`config.mk`:
```
export PLATFORM = sky130hd
export DESIGN_NAME = hybrid_urng
export DESIGN_NICKNAME = d
export VERILOG_FILES = /design/src/rtl/hybrid_urng_pkg.sv /design/src/rtl/hybrid_urng_lfsr.sv /design/src/rtl/hybrid_urng_ca.sv /design/src/rtl/hybrid_urng_mix.sv /design/src/rtl/hybrid_urng.sv
export SDC_FILE = /design/constraint.sdc
export NUM_CORES = 1
export LEC_CHECK = 0
export ABC_AREA = 1
export BUFFER_PORTS_ARGS = -buffer_cell sky130_fd_sc_hd__buf_2
export CORE_ASPECT_RATIO = 1.5
export CORE_MARGIN = 2
export CORE_UTILIZATION = 50
export CTS_CLUSTER_SIZE = 40
export DETAILED_ROUTE_END_ITERATION = 10
export HOLD_SLACK_MARGIN = 0.06
export PLACE_DENSITY = 0.77
export SETUP_SLACK_MARGIN = 0.4
export SYNTH_ARGS = -nofsm -noshare
export SYNTH_HDL_FRONTEND = slang
export SYNTH_SLANG_ARGS = --single-unit
```
`constraint.sdc`:
```
create_clock -name clk -period 1.1 [get_ports clk]
set_input_delay 0.11 -clock clk [delete_from_list [all_inputs] [get_ports clk]]
set_output_delay 0.11 -clock clk [all_outputs]
set_load 0.01 [all_outputs]
```
`src/rtl/hybrid_urng_pkg.sv`:
```
package hybrid_urng_pkg;
  localparam int LFSR_W = 43;
  localparam int CA_W   = 37;
  localparam int OUT_W  = 32;
  // feedback taps: bits 42, 40, 19, 0
  localparam logic [LFSR_W-1:0] LFSR_TAPS  = 43'h50000080001;
  localparam logic [LFSR_W-1:0] LFSR_INIT  = 43'h5A5C3C31E1E;
  // rule-150 cells (self term included): cell 28
  localparam logic [CA_W-1:0]   CA_SELF    = 37'h0010000000;
  localparam logic [CA_W-1:0]   CA_INIT    = 37'h123456789;
endpackage

```
`src/rtl/hybrid_urng_lfsr.sv`:
```
module hybrid_urng_lfsr
  import hybrid_urng_pkg::*;
#(
  parameter int                W     = LFSR_W,
  parameter int                OW    = OUT_W,
  parameter logic [W-1:0]      TAPS  = LFSR_TAPS,
  parameter logic [W-1:0]      INIT  = LFSR_INIT
) (
  input  logic          clk,
  input  logic          rst,
  input  logic          load,
  input  logic [W-1:0]  seed,
  input  logic          step,
  output logic [W-1:0]  state_q,
  output logic [OW-1:0] nxt_lo
);
  logic [W-1:0] nxt;
  logic         fb;

  always_comb begin
    fb     = ^(state_q & TAPS);
    nxt    = {state_q[W-2:0], fb};
    nxt_lo = nxt[OW-1:0];
  end

  always_ff @(posedge clk) begin
    if (rst)
      state_q <= INIT;
    else if (load)
      state_q <= (seed == '0) ? INIT : seed;
    else if (step)
      state_q <= nxt;
  end
endmodule

```
`src/rtl/hybrid_urng_ca.sv`:
```
module hybrid_urng_ca
  import hybrid_urng_pkg::*;
#(
  parameter int                W     = CA_W,
  parameter int                OW    = OUT_W,
  parameter logic [W-1:0]      SELF  = CA_SELF,
  parameter logic [W-1:0]      INIT  = CA_INIT
) (
  input  logic          clk,
  input  logic          rst,
  input  logic          load,
  input  logic [W-1:0]  seed,
  input  logic          step,
  output logic [W-1:0]  state_q,
  output logic [OW-1:0] nxt_lo
);
  logic [W-1:0] nxt;

  for (genvar i = 0; i < W; i++) begin : g_cell
    logic lft, rgt, own;
    if (i == 0) begin : g_lo
      assign lft = 1'b0;
    end else begin : g_lo
      assign lft = state_q[i-1];
    end
    if (i == W-1) begin : g_hi
      assign rgt = 1'b0;
    end else begin : g_hi
      assign rgt = state_q[i+1];
    end
    if (SELF[i]) begin : g_r150
      assign own = state_q[i];
    end else begin : g_r90
      assign own = 1'b0;
    end
    assign nxt[i] = lft ^ rgt ^ own;
  end

  assign nxt_lo = nxt[OW-1:0];

  always_ff @(posedge clk) begin
    if (rst)
      state_q <= INIT;
    else if (load)
      state_q <= (seed == '0) ? INIT : seed;
    else if (step)
      state_q <= nxt;
  end
endmodule

```
`src/rtl/hybrid_urng_mix.sv`:
```
module hybrid_urng_mix
  import hybrid_urng_pkg::*;
#(
  parameter int OW = OUT_W
) (
  input  logic          clk,
  input  logic          rst,
  input  logic          fire,
  input  logic [OW-1:0] a_lo,
  input  logic [OW-1:0] b_lo,
  output logic [OW-1:0] word_q,
  output logic          vld_q
);
  always_ff @(posedge clk) begin
    if (rst) begin
      word_q <= '0;
      vld_q  <= 1'b0;
    end else begin
      vld_q <= fire;
      if (fire)
        word_q <= a_lo ^ b_lo;
    end
  end
endmodule

```
`src/rtl/hybrid_urng.sv`:
```
module hybrid_urng
  import hybrid_urng_pkg::*;
#(
  parameter int LW = LFSR_W,
  parameter int CW = CA_W,
  parameter int OW = OUT_W
) (
  input  logic          clk,
  input  logic          rst,
  input  logic          seed_we,
  input  logic [LW-1:0] seed_lfsr,
  input  logic [CW-1:0] seed_ca,
  input  logic          en,
  output logic [OW-1:0] rnd,
  output logic          rnd_vld
);
  logic [LW-1:0] lfsr_q;
  logic [CW-1:0] ca_q;
  logic [OW-1:0] lfsr_lo, ca_lo;
  logic          fire;

  // load wins over step
  assign fire = en & ~seed_we;

  hybrid_urng_lfsr #(.W(LW), .OW(OW)) u_lfsr (
    .clk(clk), .rst(rst), .load(seed_we), .seed(seed_lfsr),
    .step(fire), .state_q(lfsr_q), .nxt_lo(lfsr_lo)
  );

  hybrid_urng_ca #(.W(CW), .OW(OW)) u_ca (
    .clk(clk), .rst(rst), .load(seed_we), .seed(seed_ca),
    .step(fire), .state_q(ca_q), .nxt_lo(ca_lo)
  );

  hybrid_urng_mix #(.OW(OW)) u_mix (
    .clk(clk), .rst(rst), .fire(fire), .a_lo(lfsr_lo), .b_lo(ca_lo),
    .word_q(rnd), .vld_q(rnd_vld)
  );
endmodule

```
=== Word level (Yosys, flattened, before mapping) ===
Cells that the tools add are included.

* Flip-flop bits (word level): 113
* Bits in latches: 0
* Memory bits (writable): 0
* Memory bits (read-only): 0
* Bits of input ports: 84
* Output and inout port bits: 33
* Logic and storage cells: 53
* Memories kept: 0

* $add $sub $neg: 0
* Multiply operators: 0
* Div/mod/pow operators: 0
* Order comparisons: 0
* Eq/ne operators: 0
* Shift-type cells: 0
* Multiplexer cells: 6
* Bitwise gates (word level): 39
* Reduce and logical (&&, ||, !) cells: 4

{| class="wikitable"
|+ Operators by type and width
! operator !! count
|-
| $mux W43 || 3
|-
| $mux W37 || 3
|-
| $logic_not A43 Y1 || 1
|-
| $reduce_xor A43 Y1 || 1
|-
| $logic_not A37 Y1 || 1
|-
| $xor A1 B1 Y1 || 36
|-
| $xor A32 B32 Y32 || 1
|-
| $reduce_bool A2 Y1 || 1
|-
| $and A1 B1 Y1 || 1
|-
| $not A1 Y1 || 1
|}

=== Longest topological paths before layout ===
* Depth in word-level cells: 4
* Gate-level depth with buffers: 10
* Gate-level depth less buffers: 9

=== By module ===
From an unflattened synthesis, not the netlist that was laid out.

* Cell total of the unflattened synthesis: 1073
* Area, all modules: 6711.4 um^2

{| class="wikitable"
|+ By module, submodules not included
! module !! instances !! cells each !! area an instance (um^2) !! seq. area each (um^2)
|-
| hybrid_urng_lfsr || 1 || 386 || 2446.1 || 860.8
|-
| hybrid_urng_ca || 1 || 351 || 2388.5 || 740.7
|-
| hybrid_urng_mix || 1 || 334 || 1866.8 || 660.6
|-
| hybrid_urng || 1 || 2 || 10.0 || 0.0
|}

=== Worst setup path after synthesis ===
Ideal clock, no wire load.

* Kind: input port to flip-flop
* Start point: in seed_ca[4]
* End point: reg u_ca.state_q[10]
* Library setup time: 0.059 ns
* Arrival time: 1.031 ns
* Required time: 1.041 ns
* Setup slack: 0.010 ns
* Stages on the path: 7
* Path buffers: 1
* Cells stage by stage: or2_2 -> nor2_1 -> nand3_1 -> buf_2 -> o21bai_1 -> nand2_1 -> nand2_1

* Longest elaborated chain between the ends: 3

{| class="wikitable"
|+ RTL lines
! item !! RTL line !! text
|-
| start: declaration || hybrid_urng.sv:12 || <nowiki>input logic [CW-1:0] seed_ca,</nowiki>
|-
| $logic_not A37 Y1 || hybrid_urng_ca.sv:45 || <nowiki>state_q <= (seed == '0) ? INIT : seed;</nowiki>
|-
| $mux W37 || hybrid_urng_ca.sv:45 ||
|-
| $mux W37 || hybrid_urng_ca.sv:44 || <nowiki>else if (load)</nowiki>
|-
| end signal: assignment || hybrid_urng_ca.sv:45 ||
|-
| end signal: assignment || hybrid_urng_ca.sv:47 || <nowiki>state_q <= nxt;</nowiki>
|-
| end: declaration || hybrid_urng_ca.sv:14 || <nowiki>output logic [W-1:0] state_q,</nowiki>
|}

No other way between the ends.
A chain may end at the register's enable or synchronous reset.

=== Worst setup path in the final report ===
* Start point: reg u_ca.state_q[13]
* End point: reg u_ca.state_q[12]

* Longest elaborated chain between the ends: 3

{| class="wikitable"
|+ RTL lines
! item !! RTL line !! text
|-
| $xor A1 B1 Y1 || hybrid_urng_ca.sv:36 || <nowiki>assign nxt[i] = lft ^ rgt ^ own;</nowiki>
|-
| $mux W37 || hybrid_urng_ca.sv:46 || <nowiki>else if (step)</nowiki>
|-
| $mux W37 || hybrid_urng_ca.sv:44 ||
|}

No other way between the ends. The select of a mux whose other input is x is not followed.

==> reports/metrics.cfg <==
[global_route]
first_global_vias=6909
antenna_found_initial=0
grt_pass1_wl_mm=32.43
gr-total-overflow=0
grt_use_total=0.3277
grt_max_degree=40

[worst_hold_path]
hp-class=input pin to flip-flop
hold_start=seed_ca[36]
holdPathStages=5
min_to=u_ca.state_q[36]$_SDFFE_PP0P_

[setup_path]
reg2regPathDepth=5
r2r_slack_ns=-0.05
end_kind=flip-flop
r2r-end=u_ca.state_q[12]$_SDFFE_PP0P_
slowest_stage=dfxtp_4
max_stage_delay_ns=0.39
critPathKind=flip-flop to flip-flop
crit_chain=xnor2_4, nor2_2, a21oi_2, a21o_1, inv_1
r2r_start=u_ca.state_q[13]$_SDFFE_PP1P_
critPathLaunchType=flip-flop
critPathRequiredTime_ns=1.42
cp.arrival_ns=1.46
path_max_fanout=3

[synthesis]
synth-seq-area-share=0.3897
synth.ff_latch_count=113
synth_fp_nets=958
synth_cell_types=24
synth_warnings=0
netlist_area_um2=5804
synthCells=874
syn_area_per_cell_um2=6.641

[drt]
vias=7519
ant_nets=0
wl_per_cell_um=20.88
drc=0
dr.first_iter.drc_count=910
firstDrtPassIters=6
wl_mm=26.23
drt-vias-per-instance=5.986

[timing]
period_needed_ns=1.145
setup_violations=4
slew_headroom=0.7313
hold_viol=1
fin_worst_skew_ns=0.007943
fmax_mhz=873.0
tightestPinTransition_ns=0.4030
layout_setup_ws_ns=-0.04544
hold_ws_ns=-0.00003536
rsz0062_at_grt=yes
slew_violations=0
period_share=1.041

[placed_design]
gp_congestion=0.8952
port_buffers=116
dp_cells=1185
place_area_um2=7670
pre_cts_ws_ns=-0.2544
dp_hpwl_mm=12.00

[clock_tree]
cts.htree.levels=4
path_clk_slew_ns=0.06
clk_path_buf_depth=2
clock_sinks=113
cts_buffers=17
cts_tree=done
cts_hold_buf=7
worstSkewPairLatency_ns=0.43
root_buffer=clkbuf_16

[layout]
insertedDiodeCount=0
n_fill_cell=462
drive_gt1_frac=0.5470
finalInstanceArea_um2=10070
final_nets=1177
syn2layout_area_growth_pct=73.53
stdcell_count=1256

[floorplanning]
die_area_um2=12500
io_pins=117
fp.dieW_um=91.97
core_area_um2=11410
die_h_um=136.0
start_util=0.5087
rows=48

[power_and_ir_drop]
leakagePower_nw=4.627
finalPower_mw=14.25
p_per_area_nw_per_um2=1414
vdd_drop_max_v=0.001544

[status]
outcome=complete, but fails checks
violations=hold timing, setup timing

[run]
maxCapViolations=0

[how the worst max path moves through the flow]
stage          slack [ns]                          start  depth (start not counted)                         endpoint
6_report            -0.05  u_ca.state_q[13]$_SDFFE_PP1P_                          5    u_ca.state_q[12]$_SDFFE_PP0P_
3_3_place_gp        -0.22                  seed_lfsr[13]                         11  u_lfsr.state_q[10]$_SDFFE_PP1P_
2_1_floorplan        0.15                     seed_ca[4]                          7    u_ca.state_q[22]$_SDFFE_PP1P_
5_1_grt             -0.06  u_ca.state_q[29]$_SDFFE_PP1P_                          6    u_mix.word_q[28]$_SDFFE_PP0P_
3_5_place_dp        -0.25                  seed_lfsr[13]                         11  u_lfsr.state_q[10]$_SDFFE_PP1P_
4_1_cts              0.07  u_ca.state_q[19]$_SDFFE_PP0P_                          5    u_ca.state_q[20]$_SDFFE_PP0P_
[power by group]
| group | leakage (nW) | internal [mW] | switching [mW] | total (mW) |
|---|---|---|---|---|
| sequential | 0.966 | 4.45 | 0.501 | 4.95 |
| clock | 0.304 | 4.02 | 2.14 | 6.15 |
| combinational | 3.36 | 1.58 | 1.56 | 3.14 |
[kinds of logic after synthesis]
family | synth area share
AND/OR/NAND/NOR | 0.2664
XOR/XNOR | 0.05734
flip-flops | 0.3897
AO/OA/AOI/OAI | 0.1778
buffers and inverters | 0.1086
[layout by cell type, fill, tap and decap left out, types with 23 or more instances in the layout]
cell / synthesis / final
nor2_1: 109 / 42
buf_4: 0 / 98
nor2_2: 2 / 43
nor2_4: 0 / 26
buf_6: 0 / 53
nand2_2: 0 / 38
a31oi_1: 30 / 29
dfxtp_1: 113 / 24
nand2_1: 265 / 220
xnor2_4: 0 / 23
inv_2: 2 / 24
dfxtp_4: 0 / 32
buf_2: 15 / 71
inv_1: 114 / 88
dfxtp_2: 0 / 57
a211oi_2: 0 / 26
[repair_timing]
action,4_1_cts,5_1_grt
gates resized for setup,233,160
gates cloned,2,2
setup endpoints to repair,141,144
pin swaps,74,101
endpoints found under the hold margin,15,3
setup buffers,12,16
[per-layer routing]
layer | vias up | GRT usage | wire [um]
met5 | - | 0 | 0
met4 | 0 | 0.1899 | 2031
met3 | 179 | 0.07206 | 2310
met2 | 599 | 0.5829 | 12940
met1 | 3509 | 0.3561 | 8948
li1 | 3232 | - | -
[synth_stat cells (all sizes together)]
library cell  instances  area (um^2)
a21oi                19        95.09
o21ai                30        150.1
o211ai                9        67.56
clkbuf               26        97.59
a221oi                6        52.55
nor2                111        421.7
a21o                 16        120.1
xnor2                37        324.1
nand4                 3        18.77
a211oi               29        217.7
inv                 116        435.4
nand3                21        105.1
or2                   1        6.260
nand2               265        994.7
dfxtp               113         2262
clkinv                1        3.750
buf                  20        93.84
o22ai                 7        43.79
a31oi                30        187.7
o21bai               13        97.59
xor2                  1        8.760
[final cells by class]
class	instances	area, um^2	share of cell area
Clock buffer	19	432.9	0.04298
Clock inverter	13	210.2	0.02087
Inverter	117	460.4	0.04571
Multi-Input combinational cell	598	4222	0.4191
Sequential cell	113	2454	0.2436
Tap cell	150	187.7	0.01863
Timing Repair Buffer	246	2106	0.2091
[state kept, by name, indices dropped and copies added (netlist names)]
register,count
u_ca.state_q,37
u_mix.vld_q,1
u_mix.word_q,32
u_lfsr.state_q,43
[worst max-delay path: cells and delay by family, from the launching register on]
kind | cells | cell delay [ns]
flops | 1 | 0.39
compound gates | 2 | 0.31
xor+xnor | 1 | 0.20
simple gates | 1 | 0.08
buf+inv | 1 | 0.06
[through the flow]
| stage | TNS [ns] | utilization |
|---|---|---|
| final | -0.1092 | 0.8827 |
| after global routing | -0.3206 | 0.8827 |
| after CTS | 0 | 0.8089 |
| after detailed placement | -11.33 | 0.6721 |
| after global placement | -9.460 | 0.6721 |
| after floorplan | 0 | - |
(Power assumes the default switching activity.)
